[config.mk]
export PLATFORM = sky130hd
export DESIGN_NAME = rx_serial_core
export DESIGN_NICKNAME = d
export VERILOG_FILES = /design/src/rtl/rx_serial_pkg.sv /design/src/rtl/rx_frame_sampler.sv /design/src/rtl/rx_char_fifo.sv /design/src/rtl/rx_serial_core.sv
export SDC_FILE = /design/constraint.sdc
export NUM_CORES = 1
export LEC_CHECK = 0
export BUFFER_PORTS_ARGS = -buffer_cell sky130_fd_sc_hd__buf_2
export CAP_MARGIN = 20
export CELL_PAD_IN_SITES_DETAIL_PLACEMENT = 0
export CELL_PAD_IN_SITES_GLOBAL_PLACEMENT = 1
export CORE_MARGIN = 2
export CORE_UTILIZATION = 49
export DETAILED_ROUTE_END_ITERATION = 8
export HOLD_SLACK_MARGIN = 0.03
export PLACE_DENSITY_LB_ADDON = 0.1
export SYNTH_ARGS = -nofsm -noshare
export SYNTH_HDL_FRONTEND = slang
export SYNTH_HIERARCHICAL = 1
export SYNTH_SLANG_ARGS = --single-unit
[constraint.sdc]
create_clock -name clk -period 3.35 [get_ports clk]
set_clock_uncertainty 0.2 [all_clocks]
set_input_delay 0.1675 -clock clk [delete_from_list [all_inputs] [get_ports clk]]
set_output_delay 0.1675 -clock clk [all_outputs]
set_load 0.1 [all_outputs]
[src/rtl/rx_serial_pkg.sv]
// Shared types for the serial receiver: frame-walker states, queue entry
// layout and the parity select codes.
package rx_serial_pkg;

    localparam int CHAR_W = 9;

    typedef enum logic [2:0] {
        ST_IDLE,
        ST_START,
        ST_DATA,
        ST_PAR,
        ST_STOP
    } rx_state_e;

    typedef struct packed {
        logic [CHAR_W-1:0] data;
        logic              perr;
        logic              ferr;
    } rx_char_t;

    localparam int ENTRY_W = CHAR_W + 2;

    localparam logic [1:0] PAR_EVEN = 2'b01;
    localparam logic [1:0] PAR_ODD  = 2'b10;

endpackage

[src/rtl/rx_frame_sampler.sv]
// Frame walker: synchronises the line, detects and checks the start bit at
// mid-bit, takes each data, parity and stop bit at its centre and emits a
// one-cycle done pulse with the finished character and its error tags.
// Assumes the tick is one clock wide and that the mode inputs stay stable
// during a character.
module rx_frame_sampler
    import rx_serial_pkg::*;
#(
    parameter int OSR = 16
) (
    input  logic     clk,
    input  logic     rst_n,
    input  logic     flush,
    input  logic     tick,
    input  logic     line,
    input  logic     wide,
    input  logic [1:0] par_sel,
    output logic     done,
    output rx_char_t char_o,
    output logic     idle
);
    localparam int CW = $clog2(OSR);
    localparam logic [CW-1:0] MID  = CW'(OSR / 2 - 1);
    localparam logic [CW-1:0] LAST = CW'(OSR - 1);

    rx_state_e         st;
    logic [CW-1:0]     os_cnt;
    logic [3:0]        bit_idx;
    logic [CHAR_W-1:0] shreg;
    logic              par_bit;
    logic [1:0]        sync_q;
    logic              line_s;
    logic              use_par;
    logic [3:0]        nbits;
    logic              par_ones;

    assign line_s   = sync_q[1];
    assign use_par  = !wide && (par_sel == PAR_EVEN || par_sel == PAR_ODD);
    assign nbits    = wide ? 4'd9 : 4'd8;
    assign par_ones = ^{shreg[7:0], par_bit};
    assign idle     = (st == ST_IDLE);

    // Two-flop synchroniser for the asynchronous line.
    always_ff @(posedge clk) begin
        if (!rst_n) sync_q <= 2'b11;
        else        sync_q <= {sync_q[0], line};
    end

    // Bit-timing state machine, advanced on each sample tick.
    always_ff @(posedge clk) begin
        if (!rst_n || flush) begin
            st      <= ST_IDLE;
            os_cnt  <= '0;
            bit_idx <= '0;
            shreg   <= '0;
            par_bit <= 1'b0;
            done    <= 1'b0;
            char_o  <= '0;
        end else begin
            done <= 1'b0;
            if (tick) begin
                case (st)
                    ST_IDLE: begin
                        if (!line_s) begin
                            st     <= ST_START;
                            os_cnt <= '0;
                            shreg  <= '0;
                        end
                    end
                    ST_START: begin
                        if (os_cnt == MID) begin
                            os_cnt  <= '0;
                            bit_idx <= '0;
                            st      <= line_s ? ST_IDLE : ST_DATA;
                        end else begin
                            os_cnt <= os_cnt + 1'b1;
                        end
                    end
                    ST_DATA: begin
                        if (os_cnt == LAST) begin
                            os_cnt <= '0;
                            shreg[bit_idx] <= line_s;
                            if (bit_idx == nbits - 4'd1) st <= use_par ? ST_PAR : ST_STOP;
                            else                         bit_idx <= bit_idx + 4'd1;
                        end else begin
                            os_cnt <= os_cnt + 1'b1;
                        end
                    end
                    ST_PAR: begin
                        if (os_cnt == LAST) begin
                            os_cnt  <= '0;
                            par_bit <= line_s;
                            st      <= ST_STOP;
                        end else begin
                            os_cnt <= os_cnt + 1'b1;
                        end
                    end
                    ST_STOP: begin
                        if (os_cnt == LAST) begin
                            os_cnt      <= '0;
                            st          <= ST_IDLE;
                            done        <= 1'b1;
                            char_o.data <= shreg;
                            char_o.ferr <= !line_s;
                            char_o.perr <= use_par && ((par_sel == PAR_ODD) ? !par_ones : par_ones);
                        end else begin
                            os_cnt <= os_cnt + 1'b1;
                        end
                    end
                    default: st <= ST_IDLE;
                endcase
            end
        end
    end


    bit_range_chk: assert property (@(posedge clk) disable iff (!rst_n)
        (st == ST_DATA) |-> (bit_idx < nbits));


    stop_to_idle_chk: assert property (@(posedge clk) disable iff (!rst_n)
        done |-> idle);

endmodule

[src/rtl/rx_char_fifo.sv]
// Small first-in first-out store for received characters with their tags.
// The head entry is shown combinationally. A pop on an empty store and a
// push on a full store are ignored; flush empties it in one cycle.
module rx_char_fifo #(
    parameter int DEPTH = 4,
    parameter int W     = 11
) (
    input  logic         clk,
    input  logic         rst_n,
    input  logic         flush,
    input  logic         push,
    input  logic [W-1:0] din,
    input  logic         pop,
    output logic [W-1:0] dout,
    output logic         empty,
    output logic         full
);
    localparam int AW = (DEPTH > 1) ? $clog2(DEPTH) : 1;
    localparam logic [AW-1:0] PMAX = AW'(DEPTH - 1);
    localparam logic [AW:0]   CMAX = (AW + 1)'(DEPTH);

    logic [W-1:0]  mem [DEPTH];
    logic [AW-1:0] wr_ptr, rd_ptr;
    logic [AW:0]   count;
    logic          do_push, do_pop;

    assign empty   = (count == '0);
    assign full    = (count == CMAX);
    assign do_push = push && !full;
    assign do_pop  = pop && !empty;
    assign dout    = mem[rd_ptr];

    // Storage array write port.
    always_ff @(posedge clk) begin
        if (do_push) mem[wr_ptr] <= din;
    end

    // Pointer and occupancy bookkeeping.
    always_ff @(posedge clk) begin
        if (!rst_n || flush) begin
            wr_ptr <= '0;
            rd_ptr <= '0;
            count  <= '0;
        end else begin
            if (do_push) wr_ptr <= (wr_ptr == PMAX) ? '0 : wr_ptr + 1'b1;
            if (do_pop)  rd_ptr <= (rd_ptr == PMAX) ? '0 : rd_ptr + 1'b1;
            count <= count + (do_push ? 1'b1 : 1'b0) - (do_pop ? 1'b1 : 1'b0);
        end
    end


    fifo_no_overflow_chk: assert property (@(posedge clk) disable iff (!rst_n)
        push |-> !full);


    fifo_fill_chk: assert property (@(posedge clk) disable iff (!rst_n || flush)
        (push && !pop) |=> !empty);

endmodule

[src/rtl/rx_serial_core.sv]
// Serial receiver top: joins the frame walker and the character queue,
// applies the address filter and the overrun rules, and presents the head
// character with its tags plus the status flags. Assumes rd_i and ovf_clr_i
// are single-cycle pulses.
module rx_serial_core
    import rx_serial_pkg::*;
#(
    parameter int OSR   = 16,
    parameter int DEPTH = 4
) (
    input  logic              clk,
    input  logic              rst_n,
    input  logic              line_i,
    input  logic              tick_i,
    input  logic              wide_i,
    input  logic [1:0]        par_sel_i,
    input  logic              addr_en_i,
    input  logic              rd_i,
    input  logic              ovf_clr_i,
    output logic [CHAR_W-1:0] head_data_o,
    output logic              head_perr_o,
    output logic              head_ferr_o,
    output logic              avail_o,
    output logic              idle_o,
    output logic              overrun_o
);
    rx_char_t rx_char, head;
    logic     rx_done, q_empty, q_full;
    logic     clr_hit, addr_drop, accept, push, overrun_q;

    assign clr_hit   = ovf_clr_i && overrun_q;
    assign addr_drop = wide_i && addr_en_i && !rx_char.data[CHAR_W-1];
    assign accept    = rx_done && !overrun_q && !addr_drop;
    assign push      = accept && !q_full;

    rx_frame_sampler #(.OSR(OSR)) u_sampler (
        .clk     (clk),
        .rst_n   (rst_n),
        .flush   (clr_hit),
        .tick    (tick_i),
        .line    (line_i),
        .wide    (wide_i),
        .par_sel (par_sel_i),
        .done    (rx_done),
        .char_o  (rx_char),
        .idle    (idle_o)
    );

    rx_char_fifo #(.DEPTH(DEPTH), .W(ENTRY_W)) u_queue (
        .clk   (clk),
        .rst_n (rst_n),
        .flush (clr_hit),
        .push  (push),
        .din   (rx_char),
        .pop   (rd_i),
        .dout  (head),
        .empty (q_empty),
        .full  (q_full)
    );

    // Overrun flag: set by a character landing on a full queue, cleared only by software.
    always_ff @(posedge clk) begin
        if (!rst_n)               overrun_q <= 1'b0;
        else if (clr_hit)         overrun_q <= 1'b0;
        else if (accept && q_full) overrun_q <= 1'b1;
    end

    assign overrun_o   = overrun_q;
    assign avail_o     = !q_empty;
    assign head_data_o = q_empty ? '0 : head.data;
    assign head_perr_o = !q_empty && head.perr;
    assign head_ferr_o = !q_empty && head.ferr;


    ovr_set_chk: assert property (@(posedge clk) disable iff (!rst_n)
        $rose(overrun_q) |-> $past(rx_done && q_full));


    ovr_clear_chk: assert property (@(posedge clk) disable iff (!rst_n)
        clr_hit |=> (!overrun_o && !avail_o));


    addr_drop_chk: assert property (@(posedge clk) disable iff (!rst_n)
        (rx_done && addr_drop && !rd_i && !clr_hit) |=> $stable(q_empty));

endmodule

# After elaboration in Yosys (flattened, before gate mapping)
# Memories as Yosys holds them, arrays and structs flattened. A register that Yosys moved wholly into a read port is not among the register bits.
# Index checks and enable logic that the tools add are counted.
# op_classes
n_bitwise,3
eq_ne,19
reduce_logical,40
n_lt_le_gt_ge,2
muxes,35
n_addsub,7
# op_table
cell,count
2-to-1 mux 9 bit,3
2-to-1 mux 4 bit,6
2-to-1 mux 3 bit,7
case mux 9 bit (2 select lines),1
case mux 3 bit (5 select lines),1
logical AND 1 bit,14
case mux 4 bit (3 select lines),1
2-to-1 mux 2 bit,5
"!= test 2 x 1 -> 1 bit, second input constant",5
bitwise mux 9 bit,1
zero test 1 bit,9
AND reduction 3 bit,3
XOR reduction 9 bit,1
"adder 4 x 1 -> 4 bit, second input constant",2
2-to-1 mux 1 bit,8
case mux 4 bit (2 select lines),1
AND reduction 7 bit,1
"== test 2 bit, second input constant",3
"== test 3 x 2 -> 1 bit, second input constant",2
"== test 3 bit, second input constant",2
zero test 3 bit,2
OR reduction 3 bit,2
"less-than comparator 4 x 5 -> 1 bit, second input constant",1
AND reduction 5 bit,1
other kinds (18),24
# word_totals
ram_bits,44
word_cells,121
input_bits,10
output_inout_bits,14
mem_count,1
reg_bits,43
# memory_table
name,words,width,rd,rd_clocked_by_memory_dff,wr,line_no,rtl
u_queue.mem,4,11,1,1,1,rx_char_fifo.sv:22,logic [W-1:0] mem [DEPTH];

# Longest topological paths before layout
# Gate-level depths: netlist (run 1).
# depth
word_depth,9
depth_mapped,14

# Hierarchy
# The synthesis (run 1) kept the hierarchy.
# modules_own_cells
module,area_each_um2,n_inst,cells_per_inst
rx_char_fifo,2063.2,1,109
rx_frame_sampler,1896.8,1,221
rx_serial_core,148.9,1,20

# Worst setup path before layout (run 1)
# No wires, ideal clock.
# synth_path
path_type,register -> register
from,"reg overrun_q, in the netlist overrun_o"
to,reg u_queue.count[2]
n_path_buf,0
setup_slack_ns,0.366
stages_incl_launch_ff,12
arrival_ns,2.706
setup_time_ns,0.078
path_cell_list,dfxtp_1 -> nor4b_2 -> and2_4 -> inv_1 -> ha_1 -> inv_1 -> ha_1 -> inv_1 -> fa_1 -> xor2_1 -> and2_1 -> nor3_1
# synth_between
elab_chain_cells,8
# synth_rtl
item,line_no,rtl
start: declaration,rx_serial_core.sv:29,"logic clr_hit, addr_drop, accept, push, overrun_q;"
start signal: assignment,rx_serial_core.sv:63,if (!rst_n) overrun_q <= 1'b0;
start signal: assignment,rx_serial_core.sv:64,else if (clr_hit) overrun_q <= 1'b0;
start signal: assignment,rx_serial_core.sv:65,else if (accept && q_full) overrun_q <= 1'b1;
zero test 1 bit,rx_serial_core.sv:33,assign accept = rx_done && !overrun_q && !addr_drop;
logical AND 1 bit (2 in a row),rx_serial_core.sv:33,
logical AND 1 bit,rx_serial_core.sv:34,assign push = accept && !q_full;
via push,rx_serial_core.sv:29,
logical AND 1 bit,rx_char_fifo.sv:29,assign do_push = push && !full;
2-to-1 mux 1 bit,rx_char_fifo.sv:47,count <= count + (do_push ? 1'b1 : 1'b0) - (do_pop ? 1'b1 : 1'b0);
adder 3 bit,rx_char_fifo.sv:47,
subtractor 3 bit,rx_char_fifo.sv:47,
end signal: assignment,rx_char_fifo.sv:47,
end: declaration,rx_char_fifo.sv:24,logic [AW:0] count;
# The timed path passes the listed nets, and every way through them passes these cells.
# A chain may end at the register's enable or synchronous reset.

# Worst setup path in the final report (run 1)
# layout_path
from,reg u_queue.count[1]
to,reg u_queue.count[2]
# layout_between
elab_chain_cells,7
# layout_rtl
item,line_no,rtl
== test 3 bit,rx_char_fifo.sv:28,assign full = (count == CMAX);
via q_full,rx_serial_core.sv:28,"logic rx_done, q_empty, q_full;"
zero test 1 bit,rx_serial_core.sv:34,
logical AND 1 bit,rx_serial_core.sv:34,
via push,rx_serial_core.sv:29,
logical AND 1 bit,rx_char_fifo.sv:29,
2-to-1 mux 1 bit,rx_char_fifo.sv:47,
adder 3 bit,rx_char_fifo.sv:47,
subtractor 3 bit,rx_char_fifo.sv:47,
# The timed path passes the listed nets, and every way through them passes these cells.

==> impl_metrics.yaml, run 1 <==
timing:
  worstMarginPinSlew_ns: 0.8308
  fmax_ghz: 0.3394
  post-route-period-util: 0.8795
  setup_tns_ns: 0
  period_needed_ns: 2.946
  fin_hold_ws_ns: 0.04627
  hold_viol: 0
  setup_ws_ns: 0.4038
  maxSlewViolCount: 0
  setup_viol: 0
  rsz0062_at_grt: "no"
  slew_headroom: 0.4461
clock_network:
  clk_latency_ns: 0.35
  cts.path.max_buffers: 2
  cts_setup_buffers: 0
  clk_pin_slew_ns: 0.10
  cts_buffers: 9
  cts_sinks: 89
  root_buffer: "clkbuf_8"
  cts_tree: "built"
  htree_levels: 3
  cts_resized: 0
power:
  seq_power_share: 0.599
  internal_power_uw: 1447
  pwr-share-comb: 0.040
  leakage_uw: 0.001734
  ir_drop_mv: 0.2235
  powerDensity_mw_per_mm2: 418.2
  finalPower_uw: 1896
  swShare: 0.2365
  pwr-share-clk: 0.361
  power.switching_uw: 448.4
critical_path:
  path_max_fanout: 8
  crit_arrival_ns: 3.03
  r2r_start: "u_queue/count[1]"
  critPathMaxStageDelay_ns: 0.44
  cp_num_buf_inv: 4
  crit_type: "reg2reg"
  end_kind: "flop"
  cp_data_required_time_ns: 3.43
  worstSetupStartpoint: "u_queue/count[1]"
  startpoint_type: "flop"
  cpLargestDelayFamily: "simple AND/OR/NAND/NOR gates"
  timing.rr.end: "u_queue/count[2]"
  worst-r2r-cell-count: 13
  cpMostUsedCell: "inv_1"
  cp_slowest_cell: "dfxtp_1"
  worst-r2r-setup-slack_ns: 0.40
  path_cells: "or3b_1 > inv_1 > nor4b_2 > and2_4 > inv_1 > ha_1 > inv_1 > ha_1 > inv_1 > fa_1 > xor2_1 > and2_1 > nor3_1"
place:
  port_buffers: 23
  gp_congestion: 0.7707
  place_ws_ns: 0.3998
  dp_hpwl_um: 5256
floorplanning:
  coreArea_sq_mm: 0.008175
  start_util: 0.5026
  die_x_um: 95.57
  rows: 33
  die_area_sq_mm: 0.009134
  die_h_um: 95.57
  ios: 24
grt:
  grt_max_degree: 21
  antenna_found_initial: 0
  grt_pass1_wl_um: 12360
  overflow: 0
  groute.usage.overall: 0.1780
  grt_pass1_vias: 2527
synthesis:
  syn-num-nets: 374
  yosys-top-cells-area: "edfxtp_1 32%, dfxtp_1 22%, mux4_2 6.0%"
  ys_types: 61
  synth.top_cell.area_share: 0.3216
  ys_seq_area_frac: 0.5408
  synth_seq_cells: 89
  yosys.area.top_type: "edfxtp_1"
  syn_inst: 350
  synth.avg_cell_area_sq_um: 11.74
  syn_area_sq_mm: 0.004109
  async_flop_share: 0
  synth_flop_cell: "dfxtp_1"
  synth_enable_flop_cells: 44
  ys_warn_count: 6
drt:
  vias_per_cell: 5.475
  ant_nets: 0
  vias: 2661
  drt_pass1_iterations: 4
  drc: 0
  routed_wirelength_um: 7486
  wl_per_cell_um: 15.40
  drtIter0Drc: 91
run:
  cap_violations: 0
final_layout:
  diodes: 0
  syn2layout_area_growth_pct: 10.32
  fillers: 731
  finalNetCount: 400
  drive_gt1_frac: 0.1785
worst_hold_path:
  hold_end: "overrun_o"
  whs_path_depth: 3
  hold_class: "in2reg"
  hp-start: "addr_en_i"
run_status:
  outcome: "finished clean"
-- cells by family (layout without fill, tap and decap cells) --
family / Yosys count / after routing / share of synthesized area
adders and majority gates: 15 / 15 / 0.04690
buffers and inverters: 29 / 60 / 0.03258
and+or+nand+nor: 135 / 135 / 0.1909
DFF: 89 / 89 / 0.5408
xor gates and xnor gates: 9 / 9 / 0.02253
AOI/OAI and AO/OA: 59 / 59 / 0.09866
muxes: 14 / 14 / 0.06760
-- layout make-up --
| type | instances | area [sq um] | area share |
|---|---|---|---|
| repair buffers | 32 | 197.7 | 0.04361 |
| well taps | 105 | 131.4 | 0.02898 |
| multi-input cells | 232 | 1753 | 0.3867 |
| flip-flops and latches | 89 | 2222 | 0.4902 |
| inverters | 12 | 45.04 | 0.009937 |
| clock buffers | 9 | 123.9 | 0.02733 |
| clock inverters | 7 | 60.06 | 0.01325 |
-- sequential cells by signal, summed over array words and instances (netlist names), 3 cells and up, named ones only --
| signal | count |
|---|---|
| u_sampler/os_cnt | 4 |
| u_sampler/shreg | 9 |
| u_queue/count | 3 |
| u_sampler/char_o | 11 |
| u_sampler/bit_idx | 4 |
| u_sampler/st | 3 |
| u_queue/mem | 44 |
-- power groups by stage --
stage | Clock (uW) | Combinational, uW | Sequential [uW]
5_1_grt | 749 | 83.9 | 1140
3_5_place_dp | 0 | 70.3 | 1160
3_3_place_gp | 0 | 70.5 | 1160
6_report | 684 | 76.0 | 1140
2_1_floorplan | 0 | 55.8 | 1160
4_1_cts | 703 | 76.1 | 1140
-- placed cells by master, fill, tap and decap left out, drive strengths merged, types with 3 or more instances in the layout --
cell type and count:
nor2 18, edfxtp 44, o21ai 15, mux4 11, o31ai 5, a21oi 17
nand2 33, clkbuf 9, nor3 4, dfxtp 45, nor2b 16, nand4 7
nand2b 4, and2 13, mux2i 3, nand3 10, and2b 3, buf 26
nand4b 3, ha 13, and3 7, inv 17, a32o 9, xnor2 7
dlygate4sd3 6, nand3b 5
-- worst max path at each step --
stage          slack (ns)  cells past startpoint          endpoint
3_5_place_dp         0.40                     13  u_queue/count[2]
4_1_cts              0.39                     13  u_queue/count[2]
2_1_floorplan        0.37                     11  u_queue/count[2]
6_report             0.40                     13  u_queue/count[2]
5_1_grt              0.12                     13  u_queue/count[2]
3_3_place_gp         0.51                     13  u_queue/count[2]
-- metal layers --
metal	global-route usage	routed length, um	vias up
li1	-	-	1344
met1	0.2312	3378	1269
met2	0.3048	3821	40
met3	0.02609	200	8
met4	0.06071	85	0
met5	0	0	-
-- cells in the mapped netlist (9+ instances only) --
master,number
a21oi_1,17
a32o_1,9
and2_1,12
clkbuf_1,9
dfxtp_1,45
edfxtp_1,44
ha_1,13
inv_1,12
mux4_2,11
nand2_1,32
nand3_1,9
nor2_1,18
nor2b_1,15
o21ai_0,14
-- worst register-to-register path, cell delays in order (launching register included) --
cell     delay (ns)
dfxtp_1        0.44
or3b_1         0.28
inv_1          0.10
nor4b_2        0.30
and2_4         0.20
inv_1          0.04
ha_1           0.27
inv_1          0.05
ha_1           0.13
inv_1          0.04
fa_1           0.37
xor2_1         0.16
and2_1         0.16
nor3_1         0.12
-- stage by stage --
stage               instances    util  instance area, sq um
floorplan                 350       -                  4109
global placement          464  0.5246                  4289
detailed placement        464  0.5246                  4289
CTS                       486  0.5545                  4533
global route              486  0.5545                  4533
finish                    486  0.5545                  4533
-- repair_timing --
action | in CTS | in global routing
endpoints found under the setup margin | 0 | 0
hold buffers | 6 | 0
endpoints found under the hold margin | 8 | 0
(Power assumes the default switching activity.)
==> run 2, diff against run 1 <==
CORE_MARGIN = 4   (was 2)
CORE_UTILIZATION = 44   (was 49)
clock period = 2.63 ns   (was 3.35 ns; I/O delays follow)
==> impl_metrics.yaml, run 2 (same netlist as run 1, synthesis figures left out) <==
timing:
  fin_hold_ws_ns: 0.07605
  post-route-period-util: 0.9799
  worstMarginPinSlew_ns: 0.5612
  maxSlewViolCount: 0
  hold_viol: 0
  fmax_ghz: 0.3880
  rsz0062_at_grt: "yes"
  setup_ws_ns: 0.05282
  slew_headroom: 0.6253
  period_needed_ns: 2.577
  setup_viol: 0
grt:
  groute.usage.overall: 0.1473
  grt_max_degree: 20
  grt_pass1_wl_um: 13030
  antenna_found_initial: 0
  grt_pass1_vias: 2577
  overflow: 0
place:
  dp_hpwl_um: 5412
  port_buffers: 23
  place_ws_ns: 0.01471
  gp_congestion: 0.8006
critical_path:
  cp_num_buf_inv: 4
  critPathMaxStageDelay_ns: 0.33
  cp_data_required_time_ns: 2.72
  crit_arrival_ns: 2.67
  end_kind: "flop"
  cpLargestDelayFamily: "simple AND/OR/NAND/NOR gates"
  startpoint_type: "flop"
  cp_slowest_cell: "dfxtp_2"
  cpMostUsedCell: "inv_1"
  crit_type: "reg2reg"
  path_max_fanout: 3
  worst-r2r-setup-slack_ns: 0.05
  path_cells: "or3b_4 > inv_4 > nor4b_4 > and2_4 > inv_1 > ha_1 > inv_1 > ha_1 > inv_1 > fa_2 > xor2_1 > and2_1 > nor3_2"
final_layout:
  final_cell_mix: "44 x edfxtp_1, 42 x dfxtp_1, 32 x nand2_1"
  largest_reg_flops: 44
  top_regs: "u_queue/mem x44, u_sampler/char_o x11, u_sampler/shreg x9"
  finalNetCount: 411
  diodes: 0
  top_register: "u_queue/mem"
  drive_gt1_frac: 0.2168
  layout_commonest_cell: "edfxtp_1"
  final_util: 0.5248
  syn2layout_area_growth_pct: 13.55
power:
  finalPower_uw: 2474
  leakage_uw: 0.001800
  seq_power_share: 0.584
  power.switching_uw: 614.5
  powerDensity_mw_per_mm2: 530.3
  ir_drop_mv: 0.3047
  swShare: 0.2484
  pwr-share-comb: 0.040
  pwr-share-clk: 0.375
  internal_power_uw: 1860
floorplanning:
  die_x_um: 104.6
  rows: 34
  coreArea_sq_mm: 0.008891
  ios: 24
  die_area_sq_mm: 0.01095
  start_util: 0.4621
  die_h_um: 104.6
drt:
  vias_per_cell: 5.404
  routed_wirelength_um: 7618
  vias: 2702
  ant_nets: 0
  drt_pass1_iterations: 4
  wl_per_cell_um: 15.24
  drtIter0Drc: 73
  drc: 0
clock_network:
  cts_buffers: 9
  clk_latency_ns: 0.36
  cts_tree: "built"
  htree_levels: 3
  clk_pin_slew_ns: 0.10
  root_buffer: "clkbuf_8"
  cts_sinks: 89
  cts.path.max_buffers: 2
run_status:
  outcome: "finished clean"
run:
  cap_violations: 0
worst_hold_path:
  hold_class: "in2reg"
## run 2: changes by cell type in the layout (fill, tap and decap cells not counted), moves of 2 or more
cell / change
dfxtp_2: +2
inv_8: +2
buf_4: +10
inv_6: -2
dfxtp_1: -3
## run 2: repair_timing
| item | 4_1_cts | 5_1_grt |
|---|---|---|
| setup endpoints to repair | 1 | 1 |
| endpoints found under the hold margin | 14 | 0 |
| hold buffers | 7 | 0 |
| resized for setup | 1 | 1 |
| buffers inserted | 0 | 0 |
| pin swaps | 0 | 1 |
## run 2: final cells by class
cell class | instances | area, sq um
Clock buffer | 9 | 123.9
Clock inverter | 7 | 76.32
Fill cell | 799 | 4225
Inverter | 12 | 47.55
Multi-Input combinational cell | 232 | 1772
Sequential cell | 89 | 2228
Tap cell | 108 | 135.1
Timing Repair Buffer | 43 | 282.8
## run 2: final timing paths
kind / from / end / cells past startpoint
min reg2reg: u_sampler/sync_q[0] / u_sampler/sync_q[1] / 1
min: wide_i / u_sampler/char_o[1] / 4
max: u_queue/count[2] / u_queue/count[2] / 13
max reg2reg: u_queue/count[2] / u_queue/count[2] / 13
## run 2: metrics by stage
stage / cells / cell area [sq um] / setup TNS, ns
floorplan: 350 / 4138 / -0.01445
global placement: 477 / 4388 / 0
detailed placement: 477 / 4388 / 0
CTS: 500 / 4661 / 0
global route: 500 / 4666 / -0.09877
finish: 500 / 4666 / 0
## run 2: power by group through the flow
stage | combinational (uW) | clock [uW] | sequential (uW)
2_1_floorplan | 71.5 | 0 | 1470
3_3_place_gp | 93.1 | 0 | 1480
3_5_place_dp | 92.5 | 0 | 1480
4_1_cts | 99.6 | 964 | 1450
5_1_grt | 109 | 1030 | 1450
6_report | 99.3 | 929 | 1450
## run 2: worst reg2reg max path, stage by stage (launching register included)
cell and delay (ns):
dfxtp_2 0.33, or3b_4 0.25, inv_4 0.04, nor4b_4 0.22, and2_4 0.19, inv_1 0.04, ha_1 0.27, inv_1 0.05
ha_1 0.13, inv_1 0.05, fa_2 0.33, xor2_1 0.15, and2_1 0.16, nor3_2 0.09
## run 2: layer usage
layer | GRT usage | up-vias | share of wire
li1 | - | 1364 | -
met3 | 0.03453 | 8 | 0.042
met4 | 0.04217 | 0 | 0.0097
met1 | 0.1924 | 1280 | 0.46
met5 | 0 | - | 0
met2 | 0.2463 | 50 | 0.49
